[src/rtl/dcblk_pkg.sv]
package dcblk_pkg;
  typedef enum logic [1:0] {
    SEL_FILT = 2'd0,
    SEL_PASS = 2'd1,
    SEL_ZERO = 2'd2
  } out_sel_e;
endpackage

[src/rtl/dcblk_sat.sv]
module dcblk_sat #(
  parameter int IN_W  = 25,
  parameter int OUT_W = 24
) (
  input  logic signed [IN_W-1:0]  wide,
  output logic signed [OUT_W-1:0] narrow
);
  localparam logic signed [OUT_W-1:0] MAXV = {1'b0, {(OUT_W-1){1'b1}}};
  localparam logic signed [OUT_W-1:0] MINV = {1'b1, {(OUT_W-1){1'b0}}};

  logic hi_ok, lo_ok;

  always_comb begin
    hi_ok = (wide <= IN_W'(MAXV));
    lo_ok = (wide >= IN_W'(MINV));
    if (!hi_ok)      narrow = MAXV;
    else if (!lo_ok) narrow = MINV;
    else             narrow = wide[OUT_W-1:0];
  end

  // no wrap, the sign of the result follows the wide difference
  always_comb begin
    p_no_wrap_r2: assert (narrow[OUT_W-1] == wide[IN_W-1]);
  end
endmodule

[src/rtl/dcblk_chan.sv]
module dcblk_chan
  import dcblk_pkg::*;
#(
  parameter int DATA_W = 24,
  parameter int SHIFT  = 8
) (
  input  logic                     clk,
  input  logic                     rst,
  input  logic                     in_valid,
  input  logic signed [DATA_W-1:0] x,
  input  logic                     hold_en,
  input  out_sel_e                 sel,
  output logic signed [DATA_W-1:0] y
);
  localparam int EST_W = DATA_W + SHIFT;
  localparam int DIF_W = EST_W + 1;

  logic signed [EST_W-1:0]  est_q, step, est_nx;
  logic signed [DIF_W-1:0]  x_ext, dif;
  logic signed [DATA_W-1:0] est_int, sat_y, y_q;
  logic signed [DATA_W:0]   wide;

  always_comb begin
    x_ext   = {x[DATA_W-1], x, {SHIFT{1'b0}}};
    dif     = x_ext - {est_q[EST_W-1], est_q};
    step    = EST_W'(dif >>> SHIFT);
    est_nx  = est_q + step;
    est_int = est_q[EST_W-1:SHIFT];
    wide    = {x[DATA_W-1], x} - {est_int[DATA_W-1], est_int};
  end

  dcblk_sat #(.IN_W(DATA_W + 1), .OUT_W(DATA_W)) u_sat (
    .wide  (wide),
    .narrow(sat_y)
  );

  always_ff @(posedge clk) begin
    if (rst) begin
      est_q <= '0;
      y_q   <= '0;
    end else if (in_valid) begin
      if (!hold_en) est_q <= est_nx;
      case (sel)
        SEL_PASS: y_q <= x;
        SEL_ZERO: y_q <= '0;
        default:  y_q <= sat_y;
      endcase
    end
  end

  assign y = y_q;

  p_hold_est_r4: assert property (@(posedge clk) disable iff (rst)
    (in_valid && hold_en) |=> (est_q == $past(est_q)));
  p_idle_keep_r9: assert property (@(posedge clk) disable iff (rst)
    (!in_valid) |=> ($stable(est_q) && $stable(y_q)));
  p_pass_raw_r3: assert property (@(posedge clk) disable iff (rst)
    (in_valid && sel == SEL_PASS) |=> (y_q == $past(x)));
  p_zero_out_r6: assert property (@(posedge clk) disable iff (rst)
    (in_valid && sel == SEL_ZERO) |=> (y_q == '0));
  p_reset_clear_r8: assert property (@(posedge clk)
    rst |=> (est_q == '0 && y_q == '0));
endmodule

[src/rtl/dcblk_top.sv]
module dcblk_top
  import dcblk_pkg::*;
#(
  parameter int DATA_W = 24,
  parameter int SHIFT  = 8
) (
  input  logic              clk,
  input  logic              rst,
  input  logic              in_valid,
  input  logic [DATA_W-1:0] in_left,
  input  logic [DATA_W-1:0] in_right,
  input  logic              hold_en,
  input  logic              pass_en,
  input  logic              mute_en,
  output logic              out_valid,
  output logic [DATA_W-1:0] out_left,
  output logic [DATA_W-1:0] out_right
);
  localparam int NCH = 2;

  out_sel_e                 sel;
  logic signed [DATA_W-1:0] xin  [NCH];
  logic signed [DATA_W-1:0] yout [NCH];
  logic                     vld_q;

  always_comb begin
    if (mute_en)      sel = SEL_ZERO;
    else if (pass_en) sel = SEL_PASS;
    else              sel = SEL_FILT;
  end

  assign xin[0] = in_left;
  assign xin[1] = in_right;

  for (genvar c = 0; c < NCH; c++) begin : g_ch
    dcblk_chan #(.DATA_W(DATA_W), .SHIFT(SHIFT)) u_chan (
      .clk     (clk),
      .rst     (rst),
      .in_valid(in_valid),
      .x       (xin[c]),
      .hold_en (hold_en),
      .sel     (sel),
      .y       (yout[c])
    );
  end

  always_ff @(posedge clk) begin
    if (rst) vld_q <= 1'b0;
    else     vld_q <= in_valid;
  end

  assign out_valid = vld_q;
  assign out_left  = yout[0];
  assign out_right = yout[1];

  p_lat_on_r7: assert property (@(posedge clk) disable iff (rst)
    in_valid |=> out_valid);
  p_lat_off_r7: assert property (@(posedge clk) disable iff (rst)
    !in_valid |=> !out_valid);
  p_reset_valid_r8: assert property (@(posedge clk)
    rst |=> !out_valid);
endmodule

[config.mk]
export PLATFORM = sky130hd
export DESIGN_NAME = dcblk_top
export DESIGN_NICKNAME = d
export VERILOG_FILES = /design/src/rtl/dcblk_pkg.sv /design/src/rtl/dcblk_sat.sv /design/src/rtl/dcblk_chan.sv /design/src/rtl/dcblk_top.sv
export SDC_FILE = /design/constraint.sdc
export NUM_CORES = 1
export LEC_CHECK = 0
export CORE_ASPECT_RATIO = 1.1
export CORE_MARGIN = 4
export CORE_UTILIZATION = 40
export CTS_BUF_LIST = sky130_fd_sc_hd__clkbuf_16
export DETAILED_ROUTE_END_ITERATION = 8
export SLEW_MARGIN = 15
export SYNTH_ARGS = -nofsm -noshare
export SYNTH_HDL_FRONTEND = slang
export SYNTH_HIERARCHICAL = 1
export SYNTH_SLANG_ARGS = --single-unit
[constraint.sdc]
create_clock -name clk -period 6.25 [get_ports clk]
set_input_delay 1.25 -clock clk [delete_from_list [all_inputs] [get_ports clk]]
set_output_delay 1.25 -clock clk [all_outputs]
set_load 0.02 [all_outputs]
==> results of run 1 <==
registers in the layout, summed over array words and instances, names as in the netlist:
signal             cells
out_valid              1
g_ch.u_chan/y         48
g_ch.u_chan/est_q     64
final cells by class:
class                           count  share of cell area
Clock buffer                       17              0.0309
Clock inverter                     15             0.00927
Inverter                           85              0.0235
Multi-Input combinational cell   1329               0.653
Sequential cell                   113               0.164
Tap cell                          374              0.0340
Timing Repair Buffer              122              0.0847
placed cells by master, fill, tap and decap left out, drive strengths merged, types with 4 or more instances in the layout:
master / instances
a211o: 6
a211oi: 49
a21o: 86
a21oi: 185
a22oi: 42
a31oi: 10
and2: 6
and3: 9
buf: 22
clkbuf: 17
clkdlybuf4s50: 100
clkinv: 9
dfxtp: 113
fa: 4
ha: 116
inv: 87
maj3: 18
nand2: 176
nand2b: 18
nand3: 23
nand3b: 4
nand4: 31
nor2: 119
nor2b: 28
nor3: 18
o211ai: 10
o21a: 11
o21ai: 122
o21bai: 16
o311ai: 7
o31ai: 8
o41ai: 4
or2: 5
or3: 13
or4: 10
xnor2: 82
xor2: 53
worst register-to-register path, cell delays in order (launching register included):
cell,delay [ns]
dfxtp_1,0.38
inv_1,0.12
ha_1,0.45
a21oi_1,0.25
inv_1,0.08
a21o_1,0.17
a21oi_1,0.22
o31a_1,0.22
o21ai_0,0.11
xor2_1,0.16
ha_1,0.41
nand3_1,0.22
o41ai_1,0.38
a31oi_1,0.12
o41ai_4,0.13
a21o_2,0.28
a211oi_1,0.10
or3_1,0.35
a21oi_1,0.14
mux2_1,0.32
through the flow:
stage	hold WS, ns	utilization	power (mW)
after global placement	0.458	0.447	4.25
after detailed placement	0.468	0.447	4.27
after CTS	0.474	0.466	5.23
after floorplan	0.443	-	3.45
after global routing	0.492	0.466	5.64
final	0.472	0.466	5.24
cells by family (layout without fill, tap and decap cells):
logic type,count (synthesis),after routing,synth area share
DFF,113,113,0.189
muxes,4,4,0.00344
buffers and inverters,181,239,0.0616
adders and majority gates,138,138,0.145
and+or+nand+nor,473,473,0.189
AOI/OAI and AO/OA,579,579,0.313
xor gates and xnor gates,135,135,0.0992
worst paths after layout:
kind,startpoint,endpoint,cells after the start
worst max-delay path,in_left[13],g_ch[0].u_chan/est_q[31]$_SDFFE_PP0P_,18
worst min-delay path,g_ch[0].u_chan/est_q[17]$_SDFFE_PP0P_,g_ch[0].u_chan/est_q[17]$_SDFFE_PP0P_,2
worst max register to register,g_ch[1].u_chan/est_q[15]$_SDFFE_PP0P_,g_ch[1].u_chan/est_q[31]$_SDFFE_PP0P_,19
worst min register to register,g_ch[0].u_chan/est_q[17]$_SDFFE_PP0P_,g_ch[0].u_chan/est_q[17]$_SDFFE_PP0P_,2
routing by layer:
metal / wire (um) / part of all wire / GRT usage / vias up
met4: 1990 / 0.050 / 0.115 / 2
li1: - / - / - / 5948
met2: 19300 / 0.48 / 0.418 / 312
met1: 17000 / 0.43 / 0.286 / 5524
met3: 1680 / 0.042 / 0.0342 / 89
met5: 8 / 0.00020 / 0 / -
power breakdown:
| group | switching, mW | internal [mW] | leakage, nW |
|---|---|---|---|
| logic | 1.97 | 1.38 | 4.48 |
| clock network | 0.366 | 0.576 | 0.284 |
| registers | 0.0963 | 0.843 | 0.930 |
==> summary.md, run 1 <==
| Metric | Value |
|---|---|
| Crit-path most repeated cell | a21o_1 |
| R2R setup slack | 1.53 ns |
| Cell variety after synth | 86 |
| Syn avg cell area | 7.39 sq um |
| Post-Syn Area | 12000 sq um |
| Die W | 173 um |
| Slew Limit Headroom | 0.226 |
| Startpoint Class | input pin |
| Pre-CTS setup slack | 0.304 ns |
| Row Count | 66 |
| Setup TNS | 0 ns |
| Filler cells | 3032 |
| Slew @ Worst Pin | 1.15 ns |
| Clk_lat worst skew | 0.42 ns |
| Post-synth top area cell | dfxtp_1 |
| WP buf/inv | 1 |
| Tmin final | 5.55 ns |
| Initial DRT Pass Iterations | 6 |
| Multi-input logic area | 9000 sq um |
| Most instantiated library cell after synthesis | a21oi_1 |
| Antenna viol nets, final | 0 |
| Mapped Cells | 1623 |
| Clk buf depth | 2 |
| P_leak | 5.69 nW |
| Register Area | 2260 sq um |
| Critical path endpoint category | flip-flop |
| Setup violators final | 0 |
| CTS Buf Count | 17 |
| CP arrival | 5.89 ns |
| Die ar. | 32800 sq um |
| DRC | 0 |
| Vias per inst | 5.78 |
| Power Dens Cells | 380 nW/um^2 |
| Fin crit share | 0.888 |
| Wire length of the first global-routing pass | 63.2 mm |
| #FFs+latches synth | 113 |
| CTS tree | done |
| Inst Count DP | 2023 |
| Initial Util | 0.406 |
| Non-Filler Instances | 2055 |
| Global-route usage over all layers | 0.238 |
| Post-synth EDFFs | 0 |
| Core footprint | 29600 sq um |
| CP Data Required Time | 6.59 ns |
| Most frequent cells after synthesis | a21oi_1, nand2_1, nor2_1 |
| Critical path's largest stage delay | 0.45 ns |
| GR Overflow Total | 0 |
| Worst Slack Setup Final | 0.699 ns |
| Crit Path Max Fanout | 8 |
| Routed vias | 11900 |
| Setup CP Type | in -> reg |
| Hold Vio Cnt, Final | 0 |
| Final #Nets | 1842 |
| F_max | 0.180 GHz |
| Port Buffers | 102 |
| Die height | 190 um |
| Sequential fraction of the synthesis area | 0.189 |
| Hold/Removal Path Class | reg -> reg |
| Clock-pin slew on the worst setup and hold paths | 0.05 ns |
| Slowest-stage cell, CP | clkdlybuf4s50_1 |
| H-tree levels | 4 |
| Dominant cells by area after synthesis | dfxtp_1, ha_1, a21oi_1, xnor2_1, nand2_1 |
| Max IR drop VDD | 0.183 mV |
| RSZ-0062 raised after global routing | false |
| CTS resizes | 0 |
| Final Cell Area | 13800 sq um |
| Pin count of the biggest net entering global routing | 91 |
| Routed wire length | 40.0 mm |
| Ant. Diodes | 0 |
| Ys flop type | dfxtp_1 |
| Crit path cell chain | clkdlybuf4s50_1, ha_1, and3_1, and2_1, a21oi_2, o21ai_1, a21o_1, o21ai_2, ha_1, a21o_1, a21o_1, a21oi_1, nand2_1, a211oi_2, o31ai_4, xnor2_2, or3_2, a21oi_2 |
| Clk_skew | 0.0111 ns |
| Sink Count | 113 |
| Initial DRC Count | 708 |
| Yosys warns | 6 |
| Max Cap Violations | 0 |
| Syn nets | 1797 |
| Layout cells sized above 1 | 0.0702 |
| IO Count | 103 |
| Initial antenna violation count | 1 |
| GP Congestion | 0.980 |
| Area growth, synth to finish | 14.8% |
| Async SR Flop Fraction | 0 |
| Avg WL per Cell | 19.4 um |
| Status | completed |
| CP top delay family | compound AO/OA/AOI/OAI gates |
| Synth top area share | 0.189 |
| Placed Area | 13200 sq um |
| Vias in the first global route | 11800 |
| Hold-fix buffers, CTS | 0 |
| Final HPWL DP | 31.8 mm |
| CTS root buffer | clkbuf_16 |
| Setup bufs post-CTS | 0 |
| Max-slew violations | 0 |
Power figures use the tool's default switching activity.
==> run 2: changes to the inputs <==
Settings changed: CORE_UTILIZATION 40 to 50, PLACE_DENSITY from default to 0.71, SKIP_LAST_GASP from default to 1, SLEW_MARGIN 15 to 25.
==> summary.md, run 2 (synthesis gave the netlist of run 1 again) <==
| Metric | Value |
|---|---|
| Status | completed |
| Initial DRT Pass Iterations | 5 (-1) |
| Area growth, synth to finish | 14.7% |
| CP arrival | 6.00 ns (+0.11 ns) |
| Hold Vio Cnt, Final | 0 (unchanged) |
| Vias per inst | 6.06 (+4.9%) |
| Layout cells sized above 1 | 0.0685 (-0.00174) |
| Critical path endpoint category | flip-flop |
| Setup bufs post-CTS | 0 (unchanged) |
| CTS root buffer | clkbuf_16 |
| Fin crit share | 0.911 (+0.0226) |
| Die height | 170 um (-10%) |
| Routed vias | 12000 (+1.3%) |
| R2R setup slack | 1.44 ns (-0.09 ns) |
| R2r startpoint | g_ch[0].u_chan/est_q[5]$_SDFFE_PP0P_ |
| Clk buf depth | 2 (unchanged) |
| H-tree levels | 4 (unchanged) |
| Max reg flops | 64 (unchanged) |
| Power Dens Cells | 390 nW/um^2 (+2.4%) |
| CP Data Required Time | 6.55 ns (-0.04 ns) |
| Slew Limit Headroom | 0.348 (+0.122) |
| Max-slew violations | 0 (unchanged) |
| Sink Count | 113 (unchanged) |
| Die W | 156 um (-10%) |
| Hold-fix buffers, CTS | 0 (unchanged) |
| Most frequent cells in the layout | a21oi_1, nand2_1, nor2_1 |
| Initial DRC Count | 884 (+25%) |
| DRC | 0 (unchanged) |
| Routed wire length | 39.2 mm (-2.0%) |
| Avg WL per Cell | 19.7 um (+1.5%) |
| Reg-to-Reg End | g_ch[0].u_chan/est_q[29]$_SDFFE_PP0P_ |
| Slew @ Worst Pin | 0.967 ns (-0.181 ns) |
| Final HPWL DP | 30.6 mm (-3.7%) |
| Worst Hold Path Cells | 2 (unchanged) |
| Initial antenna violation count | 0 (-1) |
| CTS tree | done |
| Ant. Diodes | 0 (unchanged) |
| CTS Buf Count | 17 (unchanged) |
| Max IR drop VDD | 0.175 mV (-4.1%) |
| Hold WS | 0.470 ns (-0.00200 ns) |
| Vias in the first global route | 11500 (-2.0%) |
| HP Start | g_ch[0].u_chan/est_q[5]$_SDFFE_PP0P_ |
| Most common cell after layout, fill and taps aside | a21oi_1 |
| IO Count | 103 (unchanged) |
| Global-route usage over all layers | 0.288 (+0.0499) |
| Largest register by flop count | g_ch.u_chan/est_q |
| CTS resizes | 0 (unchanged) |
| Final #Nets | 1842 (unchanged) |
| F_max | 0.176 GHz (-2.5%) |
| GR Overflow Total | 0 (unchanged) |
| Initial Util | 0.508 (+0.102) |
| Core footprint | 23600 sq um (-20%) |
| Setup TNS | 0 ns (unchanged) |
| Port Buffers | 102 (unchanged) |
| Tmin final | 5.69 ns (+0.141 ns) |
| Row Count | 59 (-11%) |
| Clock-pin slew on the worst setup and hold paths | 0.06 ns (about the same) |
| Crit Path Max Fanout | 7 (-1) |
| Wire length of the first global-routing pass | 61.0 mm (-3.6%) |
| Clk_skew | 0.0117 ns (+0.000616 ns) |
| Setup CP Type | in -> reg |
| Clk_lat worst skew | 0.42 ns (about the same) |
| Setup violators final | 0 (unchanged) |
| Hold Path End | g_ch[0].u_chan/est_q[5]$_SDFFE_PP0P_ |
| Max Cap Violations | 0 (unchanged) |
| P_leak | 5.71 nW (+0.30%) |
| Hold/Removal Path Class | reg -> reg |
| Number of cells on the worst reg-to-reg path | 18 (-1) |
| Startpoint Class | input pin |
| RSZ-0062 raised after global routing | false |
| Antenna viol nets, final | 0 (unchanged) |
| GP Congestion | 0.981 (+0.13%) |
| Pin count of the biggest net entering global routing | 69 (-24%) |
| Die ar. | 26500 sq um (-19%) |
run 2: area by class of cell:
cell class                      instances  area [sq um]
Inverter                               85           324
Fill cell                            2204          9870
Timing Repair Buffer                  122          1170
Clock inverter                         14           198
Clock buffer                           17           425
Multi-Input combinational cell       1329          9000
Sequential cell                       113          2260
Tap cell                              305           382
run 2: worst max-delay path by stage:
stage | from | end | slack, ns
2_1_floorplan | in_right[0] | g_ch[1].u_chan/est_q[31]$_SDFFE_PP0P_ | 1.20
3_3_place_gp | in_right[5] | g_ch[1].u_chan/est_q[31]$_SDFFE_PP0P_ | 0.35
3_5_place_dp | in_right[0] | g_ch[1].u_chan/est_q[31]$_SDFFE_PP0P_ | 0.25
4_1_cts | in_right[0] | g_ch[1].u_chan/est_q[31]$_SDFFE_PP0P_ | 0.67
5_1_grt | in_right[0] | g_ch[1].u_chan/est_q[31]$_SDFFE_PP0P_ | 0.21
6_report | in_right[0] | g_ch[1].u_chan/est_q[31]$_SDFFE_PP0P_ | 0.56
run 2: metal layers:
layer | GRT usage | routed length (um) | up-vias | part of all wire
met5 | 0 | 0 | - | 0
met4 | 0.134 | 1770 | 0 | 0.045
met3 | 0.0326 | 1840 | 92 | 0.047
met2 | 0.510 | 19300 | 386 | 0.49
met1 | 0.347 | 16300 | 5613 | 0.42
li1 | - | - | 5938 | -
run 2: critical path, cell delays in order:
cell	delay, ns
clkdlybuf4s50_1	0.51
inv_1	0.06
ha_1	0.34
a31oi_1	0.22
buf_4	0.19
inv_1	0.04
a21oi_1	0.36
o21ai_0	0.26
a21oi_1	0.29
xnor2_1	0.18
ha_1	0.34
a21oi_1	0.18
o41ai_1	0.09
a31oi_1	0.25
o41ai_4	0.19
a21o_2	0.27
a211oi_1	0.31
o21ai_0	0.14
a21oi_1	0.21
mux2_1	0.33
run 2: power breakdown:
group          total, mW  switching [mW]  internal (mW)  leakage [nW]
combinational       3.36            1.98           1.38          4.48
sequential         0.945           0.102          0.843         0.930
clock               1.06           0.362          0.697         0.302
run 2: through the flow:
step	cell area, sq um	setup slack, ns	std cells	total power, mW	util
floorplan	12000	1.20	1623	3.45	-
global placement	13100	0.355	1954	4.21	0.556
detailed placement	13100	0.247	1954	4.24	0.556
CTS	13800	0.669	1985	5.33	0.582
global route	13800	0.213	1985	5.74	0.582
finish	13800	0.558	1985	5.36	0.582
